==> config.mk <==
export PLATFORM = sky130hd
export DESIGN_NAME = regptr_top
export DESIGN_NICKNAME = d
export VERILOG_FILES = /design/src/rtl/regptr_pkg.sv /design/src/rtl/regptr_classify.sv /design/src/rtl/regptr_seq.sv /design/src/rtl/regptr_top.sv
export SDC_FILE = /design/constraint.sdc
export NUM_CORES = 1
export LEC_CHECK = 0
export BUFFER_PORTS_ARGS = -buffer_cell sky130_fd_sc_hd__buf_2
export CORE_MARGIN = 2
export CORE_UTILIZATION = 41
export CTS_CLUSTER_SIZE = 12
export DETAILED_ROUTE_END_ITERATION = 10
export GPL_TIMING_DRIVEN = 0
export PLACE_DENSITY = 0.88
export SLEW_MARGIN = 20
export SYNTH_ARGS = -nofsm -noshare
export SYNTH_HDL_FRONTEND = slang
export SYNTH_SLANG_ARGS = --single-unit
==> constraint.sdc <==
create_clock -name clk -period 2.35 [get_ports clk]
set_clock_uncertainty 0.2 [all_clocks]
set_input_delay 0.47 -clock clk [delete_from_list [all_inputs] [get_ports clk]]
set_output_delay 0.47 -clock clk [all_outputs]
set_load 0.005 [all_outputs]
==> src/rtl/regptr_pkg.sv <==
package regptr_pkg;
  localparam int PTR_W     = 6;
  localparam int DATA_W    = 8;
  localparam int SLOT_BITS = 3;
  localparam int SLOT_W    = PTR_W - SLOT_BITS;

  localparam logic [SLOT_W-1:0]    INPUT_SLOT  = SLOT_W'(0);
  localparam logic [SLOT_W-1:0]    GROUP_SLOTS = SLOT_W'(5);
  localparam logic [SLOT_W-1:0]    CTRL_SLOT   = SLOT_W'(5);
  localparam logic [SLOT_BITS-1:0] GROUP_LAST  = SLOT_BITS'(4);
  localparam logic [SLOT_BITS-1:0] CTRL_LAST   = SLOT_BITS'(2);
  localparam logic [SLOT_BITS-1:0] MODE_IDX    = SLOT_BITS'(2);
  localparam logic [DATA_W-1:0]    MODE_KEEP   = DATA_W'(8'h1F);

  typedef enum logic [1:0] {PH_IDLE, PH_CMD, PH_WDATA, PH_RDATA} phase_e;

  typedef struct packed {
    logic mapped;
    logic writable;
    logic is_mode;
  } addr_class_t;

  function automatic addr_class_t classify(input logic [PTR_W-1:0] a);
    addr_class_t c;
    logic [SLOT_W-1:0]    slot;
    logic [SLOT_BITS-1:0] idx;
    slot = a[PTR_W-1:SLOT_BITS];
    idx  = a[SLOT_BITS-1:0];
    c.mapped   = ((slot < GROUP_SLOTS) && (idx <= GROUP_LAST)) ||
                 ((slot == CTRL_SLOT) && (idx <= CTRL_LAST));
    c.writable = c.mapped && (slot != INPUT_SLOT);
    c.is_mode  = (slot == CTRL_SLOT) && (idx == MODE_IDX);
    return c;
  endfunction

  function automatic logic [PTR_W-1:0] next_ptr(input logic [PTR_W-1:0] a);
    logic [SLOT_W-1:0]    slot;
    logic [SLOT_BITS-1:0] idx;
    slot = a[PTR_W-1:SLOT_BITS];
    idx  = a[SLOT_BITS-1:0];
    if ((slot < GROUP_SLOTS) && (idx == GROUP_LAST))
      return {slot, {SLOT_BITS{1'b0}}};
    else if ((slot == CTRL_SLOT) && (idx == CTRL_LAST))
      return {slot, {SLOT_BITS{1'b0}}};
    else
      return a + 1'b1;
  endfunction
endpackage

==> src/rtl/regptr_classify.sv <==
module regptr_classify
  import regptr_pkg::*;
#(
  parameter int AW = PTR_W
) (
  input  logic [AW-1:0] addr_i,
  output addr_class_t   cls_o,
  output logic [AW-1:0] step_o
);
  always_comb begin
    cls_o  = classify(addr_i);
    step_o = next_ptr(addr_i);
  end
endmodule

==> src/rtl/regptr_seq.sv <==
module regptr_seq
  import regptr_pkg::*;
#(
  parameter int AW = PTR_W
) (
  input  logic          clk,
  input  logic          rst_n,
  input  logic          sel_i,
  input  logic          rnw_i,
  input  logic          rx_valid_i,
  input  logic [AW-1:0] cmd_ptr_i,
  input  logic          cmd_ai_i,
  input  logic          tx_done_i,
  input  logic          stop_i,
  input  logic [AW-1:0] step_i,
  output logic [AW-1:0] ptr_o,
  output logic          ai_o,
  output phase_e        phase_o,
  output logic          cmd_take_o,
  output logic          data_wr_o,
  output logic          rd_adv_o
);
  phase_e        phase_q;
  logic [AW-1:0] ptr_q;
  logic          ai_q;
  logic          quiet;

  assign quiet      = !stop_i && !sel_i;
  assign cmd_take_o = quiet && rx_valid_i && (phase_q == PH_CMD);
  assign data_wr_o  = quiet && rx_valid_i && (phase_q == PH_WDATA);
  assign rd_adv_o   = quiet && tx_done_i  && (phase_q == PH_RDATA);

  always_ff @(posedge clk or negedge rst_n) begin
    if (!rst_n) begin
      phase_q <= PH_IDLE;
      ptr_q   <= '0;
      ai_q    <= 1'b0;
    end else begin
      if (stop_i)
        phase_q <= PH_IDLE;
      else if (sel_i)
        phase_q <= rnw_i ? PH_RDATA : PH_CMD;
      else if (cmd_take_o)
        phase_q <= PH_WDATA;

      if (cmd_take_o) begin
        ptr_q <= cmd_ptr_i;
        ai_q  <= cmd_ai_i;
      end else if ((data_wr_o || rd_adv_o) && ai_q) begin
        ptr_q <= step_i;
      end
    end
  end

  assign ptr_o   = ptr_q;
  assign ai_o    = ai_q;
  assign phase_o = phase_q;
endmodule

==> src/rtl/regptr_top.sv <==
module regptr_top
  import regptr_pkg::*;
#(
  parameter int AW = PTR_W,
  parameter int DW = DATA_W
) (
  input  logic          clk,
  input  logic          rst_n,
  input  logic          sel_i,
  input  logic          rnw_i,
  input  logic          rx_valid_i,
  input  logic [DW-1:0] rx_data_i,
  input  logic          tx_done_i,
  input  logic          stop_i,
  output logic [DW-1:0] tx_data_o,
  output logic [AW-1:0] reg_raddr_o,
  input  logic [DW-1:0] reg_rdata_i,
  output logic          reg_we_o,
  output logic [AW-1:0] reg_waddr_o,
  output logic [DW-1:0] reg_wdata_o
);
  localparam int AI_BIT = DW - 1;

  logic [AW-1:0] ptr_q;
  logic [AW-1:0] step;
  logic          ai_q;
  phase_e        phase_q;
  addr_class_t   cls;
  logic          cmd_take;
  logic          data_wr;
  logic          rd_adv;

  regptr_classify #(.AW(AW)) u_cls (
    .addr_i (ptr_q),
    .cls_o  (cls),
    .step_o (step)
  );

  regptr_seq #(.AW(AW)) u_seq (
    .clk        (clk),
    .rst_n      (rst_n),
    .sel_i      (sel_i),
    .rnw_i      (rnw_i),
    .rx_valid_i (rx_valid_i),
    .cmd_ptr_i  (rx_data_i[AW-1:0]),
    .cmd_ai_i   (rx_data_i[AI_BIT]),
    .tx_done_i  (tx_done_i),
    .stop_i     (stop_i),
    .step_i     (step),
    .ptr_o      (ptr_q),
    .ai_o       (ai_q),
    .phase_o    (phase_q),
    .cmd_take_o (cmd_take),
    .data_wr_o  (data_wr),
    .rd_adv_o   (rd_adv)
  );

  assign reg_raddr_o = ptr_q;
  assign tx_data_o   = cls.mapped ? reg_rdata_i : '0;
  assign reg_we_o    = data_wr && cls.writable;
  assign reg_waddr_o = ptr_q;
  assign reg_wdata_o = cls.is_mode ? (rx_data_i & MODE_KEEP) : rx_data_i;
endmodule

==> flow_metrics.py <==
metrics = {
    "outcome": {
        "status": "complete, no violations",
    },
    "setup_path": {
        "path_class": "register to primary output",
        "r2r-start": "u_seq.phase_o[1]",
        "cp-end-kind": "primary output",
        "regToRegEndpoint": "u_seq.ptr_o[2]",
        "critPathLaunchType": "register",
        "reg2reg_slack_ps": 140,
        "critPathMaxFanout": 9,
        "reg2regPathDepth": 5,
        "worstPathRequired_ps": 1680,
        "arrival_ps": 1630,
    },
    "sta": {
        "slew_viol_final": 0,
        "relSlewSlack_pct": 65.58,
        "worst_pin_slew_ps": 516.3,
        "fin_setup_tns_ps": 0,
        "finalHoldViolations": 0,
        "fmax_mhz": 433.9,
        "rsz0062_at_grt": "true",
        "finalCritPeriodShare_pct": 98.08,
        "setup_viol": 0,
        "fin_crit_ps": 2305,
    },
    "synthesis": {
        "synthMuxAreaShare_pct": 1.260,
        "synth_xor_xnor_area_share_pct": 0,
        "yosysTopAreaCellShare_pct": 28.35,
        "synth_nets": 122,
        "yosysTopAreaCell": "dfrtp_1",
        "ys_seq_area_share_pct": 28.35,
        "synth_area_sq_um": 794.5,
        "synth_top_family_by_area": "simple AND/OR/NAND/NOR gates",
        "synthCells": 97,
        "synth-seq-cells": 9,
        "synth.avg_cell_area_sq_um": 8.191,
        "synth_area_leaders": "dfrtp_1 28%, buf_4 10%, nor2b_1 8.7%",
        "yosys.area_share.simple_pct": 30.24,
        "synthAdderAreaFrac_pct": 3.150,
        "ys_types": 30,
        "yosysWarnings": 0,
        "synth-compound-area-share_pct": 22.99,
    },
    "die": {
        "die-area_sq_um": 2306,
        "die_x_um": 48.02,
        "pin_count": 52,
        "start_util_pct": 44.56,
        "coreArea_sq_um": 1783,
        "fp-row-count": 15,
        "die_height_um": 48.02,
    },
    "power_and_ir_drop": {
        "ir_worst_vdd_uv": 493.5,
        "pwr-share-seq_pct": 25.1,
        "clkPwrFrac_pct": 11.7,
        "comb_power_share_pct": 63.3,
        "p_sw_share_pct": 41.25,
        "p_sw_uw": 449.7,
        "cellPowerDensity_nw_per_um2": 888.2,
        "cellLeakagePower_nw": 0.6112,
        "p_int_uw": 640.5,
    },
    "route": {
        "routedWlPerCell_um": 13.30,
        "drt_pass1_iterations": 5,
        "wirelength_um": 2447,
        "via_per_inst": 5.429,
        "via_count": 999,
        "drt_iter0_drc": 41,
        "drc": 0,
        "antenna_left": 0,
    },
    "grt": {
        "grt_pass1_vias": 755,
        "grt_overflow": 0,
        "grt_antenna_before_repair": 0,
        "grt_pass1_wl_um": 3325,
        "grt_use_total_pct": 21.13,
        "grt_start_max_net_pins": 12,
    },
    "place": {
        "globalplace.congestion": 0.7922,
        "port_buffers": 51,
        "dp_hpwl_um": 1674,
    },
    "worst_hold_path": {
        "hp-class": "primary input to register",
        "holdCritStartpoint": "rx_data_i[7]",
        "hold-path-endpoint": "u_seq.ai_o",
        "hold_depth": 3,
    },
    "cells_and_area": {
        "postLayoutCoreUtil_pct": 68.84,
        "drive_above_1_share_pct": 58.49,
        "final_common_cell": "buf_2",
        "nets": 185,
        "final_cell_mix": "52 x buf_2, 18 x buf_4, 11 x nor2b_1",
        "area_delta_synth_final_pct": 54.49,
        "antennaDiodeCount": 0,
    },
    "cts": {
        "clock_path_buffers": 2,
        "cts_tree": "done",
        "cts_max_level": 1,
        "clkTransAtPathRegs_ps": 60,
        "root_buffer": "clkbuf_4",
        "cts-buffers-inserted": 3,
        "cts_sinks": 9,
        "clock_latency_ps": 270,
    },
    "job": {
        "maxCapViolCount": 0,
    },
}
==> area by class of cell <==
class                   instances  area, sq um
fillers                       134        555.5
multi-input cells              70        506.7
repair buffers                 60        329.1
flip-flops and latches          9        231.5
plain buffers                  12        87.58
well taps                      25        31.28
clock buffers                   4        26.28
inverters                       4        15.01
==> metal layers <==
metal	wire (um)	up-vias	global-route usage, %
met3	157	11	3.396
met4	64	0	9.730
met1	936	471	25.62
met2	1289	47	36.27
met5	0	-	0
li1	-	470	-
==> Yosys cell counts <==
cell type,instances
a2111oi_4,1
a21bo_2,2
a21o_1,2
a21oi_1,6
a221o_1,1
a221o_2,2
a221oi_1,1
a32oi_1,1
and3_1,1
buf_2,2
buf_4,11
clkbuf_1,1
dfrtp_1,9
ha_1,2
inv_1,4
mux2i_1,1
nand2_1,10
nand3_1,1
nand4_1,2
nand4b_1,2
nor2_1,6
nor2b_1,11
nor3_1,6
nor4_1,4
o21ai_0,3
o21ai_2,1
o311ai_0,1
o31ai_1,1
or3_1,1
or4_2,1
==> power groups by stage <==
stage | Clock (mW) | Sequential [mW] | Combinational (mW)
6_report | 0.127 | 0.273 | 0.690
5_1_grt | 0.135 | 0.280 | 0.756
4_1_cts | 0.129 | 0.265 | 0.667
3_5_place_dp | 0 | 0.286 | 0.516
3_3_place_gp | 0 | 0.281 | 0.498
2_1_floorplan | 0 | 0.272 | 0.309
==> worst max-delay path, stage by stage (launching register included) <==
cell and delay (ps):
dfrtp_1 490, o21ai_0 140, and3_4 210, nor3_4 180
buf_6 160, nor2b_1 60, buf_2 130
==> kinds of logic after synthesis <==
| family | Yosys count |
|---|---|
| fa+ha+maj | 2 |
| simple gates | 45 |
| buf+inv | 18 |
| mux | 1 |
| compound gates | 22 |
| flops | 9 |
==> worst max-delay path by stage <==
stage                    from            to  slack (ps)
6_report       u_seq.ptr_o[5]  tx_data_o[3]          50
5_1_grt        u_seq.ptr_o[0]      reg_we_o         -20
4_1_cts        u_seq.ptr_o[0]      reg_we_o          20
3_5_place_dp   u_seq.ptr_o[0]  tx_data_o[3]        -260
3_3_place_gp   u_seq.ptr_o[0]      reg_we_o        -220
2_1_floorplan  u_seq.ptr_o[3]      reg_we_o         100
==> stage by stage <==
stage	total power [mW]	area, sq um	hold slack [ps]	worst slack, ps	std cells
after floorplan	0.5809	794.5	-25.59	104.7	97
after global placement	0.7795	1081	130.3	-224.8	173
after detailed placement	0.8019	1081	134.2	-263.1	173
after CTS	1.061	1197	201.7	21.00	183
after global routing	1.171	1227	207.1	-18.24	184
final	1.090	1227	201.1	45.07	184
==> flip-flops by register name, summed over array words and instances (netlist names) <==
signal         flops
u_seq.ptr_o        6
u_seq.phase_o      2
u_seq.ai_o         1
==> what timing repair did <==
action,CTS,global route
endpoints found under the setup margin,12,6
setup buffers,7,1
pin swaps,4,1
gates cloned,0,0
hold buffers,1,0
hold endpoints to repair,9,0
gates resized for setup,12,5
Note: power is estimated with default switching activity, not from simulation.
